[src/rtl/range_counter.sv]
module range_counter #(
  parameter int WIDTH = 4,
  parameter int START = 4,
  parameter int STOP  = 9
) (
  input  logic             clk,
  input  logic             rst_n,
  input  logic             en,
  output logic [WIDTH-1:0] count,
  output logic             tc
);
  localparam logic [WIDTH-1:0] LO  = WIDTH'(START);
  localparam logic [WIDTH-1:0] HI  = WIDTH'(STOP);
  localparam logic [WIDTH-1:0] ONE = WIDTH'(1);
  localparam bit TOP_IS_MAX = (STOP == (2**WIDTH) - 1);
  localparam bit LOW_IS_ZERO = (START == 0);

  logic [WIDTH-1:0] q;
  logic             hit;
  logic             clr_n;
  logic             ld_n;

  generate
    if (TOP_IS_MAX) begin : g_carry
      assign hit = en & (&q);
    end else begin : g_decode
      assign hit = en & (q == HI);
    end

    if (LOW_IS_ZERO) begin : g_clear
      assign clr_n = rst_n & ~hit;
      assign ld_n  = 1'b1;
    end else begin : g_load
      assign clr_n = 1'b1;
      assign ld_n  = rst_n & ~hit;
    end
  endgenerate

  always_ff @(posedge clk) begin
    if (!clr_n)      q <= '0;
    else if (!ld_n)  q <= LO;
    else if (en)     q <= q + ONE;
  end

  assign count = q;
  assign tc    = hit;

  logic started = 1'b0;
  always_ff @(posedge clk) if (!rst_n) started <= 1'b1;

  AST_RESET_TO_START: assert property (@(posedge clk) !rst_n |=> count == LO);
  AST_STEP_UP: assert property (@(posedge clk) disable iff (!rst_n)
    started && en && count != HI |=> count == $past(count) + ONE);
  AST_WRAP_TO_START: assert property (@(posedge clk) disable iff (!rst_n)
    started && en && count == HI |=> count == LO);
  AST_HOLD_IDLE: assert property (@(posedge clk) disable iff (!rst_n)
    started && !en |=> $stable(count));
  AST_TC_MATCH: assert property (@(posedge clk) disable iff (!rst_n)
    started |-> tc == (en && count == HI));
  AST_IN_RANGE: assert property (@(posedge clk) disable iff (!rst_n)
    started |-> (count >= LO && count <= HI));
endmodule

[config.mk]
export PLATFORM = sky130hd
export DESIGN_NAME = range_counter
export DESIGN_NICKNAME = d
export VERILOG_FILES = /design/src/rtl/range_counter.sv
export SDC_FILE = /design/constraint.sdc
export NUM_CORES = 1
export LEC_CHECK = 0
export ABC_AREA = 1
export ABC_CLOCK_PERIOD_IN_PS = 1700
export BUFFER_PORTS_ARGS = -buffer_cell sky130_fd_sc_hd__buf_4
export CAP_MARGIN = 20
export CORE_AREA = 2 2 39 41
export DETAILED_ROUTE_END_ITERATION = 6
export DIE_AREA = 0 0 41 43
export PLACE_DENSITY_LB_ADDON = 0.3
export RECOVER_POWER = 25
export SLEW_MARGIN = 10
export SYNTH_ARGS = -nofsm -noshare
export SYNTH_HDL_FRONTEND = slang
export SYNTH_SLANG_ARGS = --single-unit
export TNS_END_PERCENT = 30
[constraint.sdc]
create_clock -name clk -period 1.7 [get_ports clk]
set_clock_uncertainty 0.2 [all_clocks]
set_input_delay 0.085 -clock clk [delete_from_list [all_inputs] [get_ports clk]]
set_output_delay 0.085 -clock clk [all_outputs]
set_load 0.02 [all_outputs]
==> out/qor.yml <==
timing:
  fin_hold_ws_ns: 0.331
  maxClockFrequency_mhz: 665
  worst_slew_pin_slew_ns: 0.251
  final-hold-violation-count: 0
  min_period_over_period: 0.884
  rsz0062_at_grt: "false"
  final.setup.tns_ns: 0
  slew-limit-headroom: 0.834
  fin_crit_ns: 1.50
  setup_violations: 0
  maxSlewViolCount: 0
synthesis:
  ys_async_sr_fraction: 0
  synth_seq_cells: 4
  synth_ff_type: "dfxtp_1"
  synth_most_common_cell: "nand2_1"
  postSynthAreaPerCell_um2: 7.06
  yosys-top-cells-count: "10 x nand2_1, 4 x dfxtp_1, 4 x inv_1, 4 x nor2_1, 2 x ha_1"
  synth_area_um2: 219
  ys_seq_area_frac: 0.366
  synth_area_leaders: "dfxtp_1 37%, nand2_1 17%, ha_1 11%, inv_1 6.9%, nor2_1 6.9%"
  synthCells: 31
  synth_edf_count: 0
  ys_types: 12
  yosys_warnings: 0
  synth_top_area_share: 0.366
  syn-num-nets: 36
  synth_top_area_cell: "dfxtp_1"
place:
  gp_congestion: 0.673
  port_buffers: 7
  place.detailed.hpwl_um: 392
  dpl_cell_area_um2: 292
final_layout:
  final_area_um2: 327
  antenna_cells_inserted: 0
  final_util: 0.236
  area_growth_pct: 49.1
  largest_register: "count"
  nNetsFinal: 50
  drive_gt1_frac: 0.233
  largest_reg_flops: 4
  largestRegisters: "count: 4 flops"
global_routing:
  overflow: 0
  track_usage: 0.0823
  grt_max_degree: 7
  grt_pass1_vias: 232
  grt_first_pass_wirelength_um: 890
  antenna_found_initial: 0
clocking:
  cts_buffers: 3
  root_buffer: "clkbuf_4"
  clkLatencyLatePin_ns: 0.23
  ctsResizeCount: 0
  clock-sinks: 4
  cts_tree: "yes"
  clkTransAtPathRegs_ns: 0.04
  htreeDepth: 1
  clockBufferDepth: 2
floorplanning:
  die_width_um: 41
  die_area_um2: 1760
  ios: 8
  row_count: 14
  initial_utilization: 0.158
  core-area_um2: 1380
  dieHeight_um: 43
critical_path:
  cp_common_cell: "inv_1"
  r2r_end: "count[1]"
  rrSetupSlack_ns: 0.37
  reg2reg_depth: 4
  crit_path_end_kind: "output pin"
  critical_path_class: "flip-flop to output pin"
  critPathMaxFanout: 5
  arrival_ns: 1.22
  cp-startpoint: "count[1]"
  crit_slowest_cell: "dfxtp_1"
  r2r_start: "count[1]"
  cp-start-kind: "flip-flop"
  max_stage_delay_ns: 0.39
  path_cells: "inv_1 -> ha_1 -> nand2_1 -> inv_1 -> nand2_1 -> inv_1 -> buf_4"
  required_ns: 1.41
  crit_end: "tc"
detailed_routing:
  drtAntennaViolNets: 0
  post_drt_via_cell_ratio: 3.75
  num_vias: 221
  drtIter0Drc: 2
  totalWireLength_um: 531
  wire_per_inst_um: 9.00
  drc: 0
  first_pass_iters: 2
status:
  status: "complete, no violations"
power:
  leakage_nw: 0.154
  powerDensity_nw_per_um2: 832
  finalPower_w: 0.000272
  ir_drop_mv: 0.246
run:
  max_cap_viol_count: 0
hold_path:
  hold_class: "flip-flop to flip-flop"
## cell type report
class,instances,area (µm²)
clock buffer,3,22.5
fill,168,1060
inverter,5,18.8
multi-input combinational,22,120
sequential,4,80.1
tap,16,20.0
timing repair buffer,9,65.1
## where the power goes
group	total, W	leakage, nW	internal, W	switching (W)
registers	0.000107	0.0327	0.0000998	0.00000729
logic	0.0000447	0.107	0.0000215	0.0000232
clock network	0.000120	0.0138	0.0000791	0.0000410
## metrics by stage
stage	setup slack, ns	cells
final	0.197	59
after CTS	0.167	59
after global placement	0.387	54
after global routing	0.0636	59
after detailed placement	0.366	54
after floorplan	0.294	31
## metal layers
metal / vias up / GRT usage / part of all wire
met1: 95 / 0.0740 / 0.45
met2: 7 / 0.119 / 0.46
li1: 119 / - / -
met3: 0 / 0.0785 / 0.094
met4: 0 / 0.0400 / 0
met5: - / 0 / 0
## cells in the final DEF, fill, tap and decap left out, drive strengths merged
cell type,n
dlygate4sd3,2
nand3b,1
nor2,4
a21oi,1
nand2,10
xnor2,1
inv,5
buf,5
dfxtp,4
or2,1
clkbuf,5
ha,2
o21ai,1
nand4,1
## critical path: cells and delay by family (launching register included)
kind / cells / cell delay [ns]
buffers and inverters: 4 / 0.28
and+or+nand+nor: 2 / 0.14
adders and majority gates: 1 / 0.17
DFF: 1 / 0.39
## repair_timing
action | 4_1_cts | 5_1_grt
endpoints found under the hold margin | 4 | 0
hold buffers | 2 | 0
buffers inserted | 0 | 0
## worst min path at each step
| stage | depth (start not counted) | to | from | slack (ns) |
|---|---|---|---|---|
| floorplan | 1 | count[2] | rst_n | -0.02 |
| global placement | 2 | count[2] | rst_n | 0.11 |
| detailed placement | 2 | count[2] | rst_n | 0.11 |
| CTS | 2 | count[1] | count[1] | 0.34 |
| global route | 2 | count[1] | count[1] | 0.35 |
| finish | 2 | count[1] | count[1] | 0.33 |
## cells by family (layout without fill, tap and decap cells)
family / after synthesis / after routing / synth area share
DFF: 4 / 4 / 0.366
xor gates and xnor gates: 1 / 1 / 0.0400
and+or+nand+nor: 17 / 17 / 0.331
AOI/OAI and AO/OA: 2 / 2 / 0.0628
adders and majority gates: 2 / 2 / 0.114
buffers and inverters: 5 / 17 / 0.0857
Note: power is estimated with default switching activity, not from simulation.
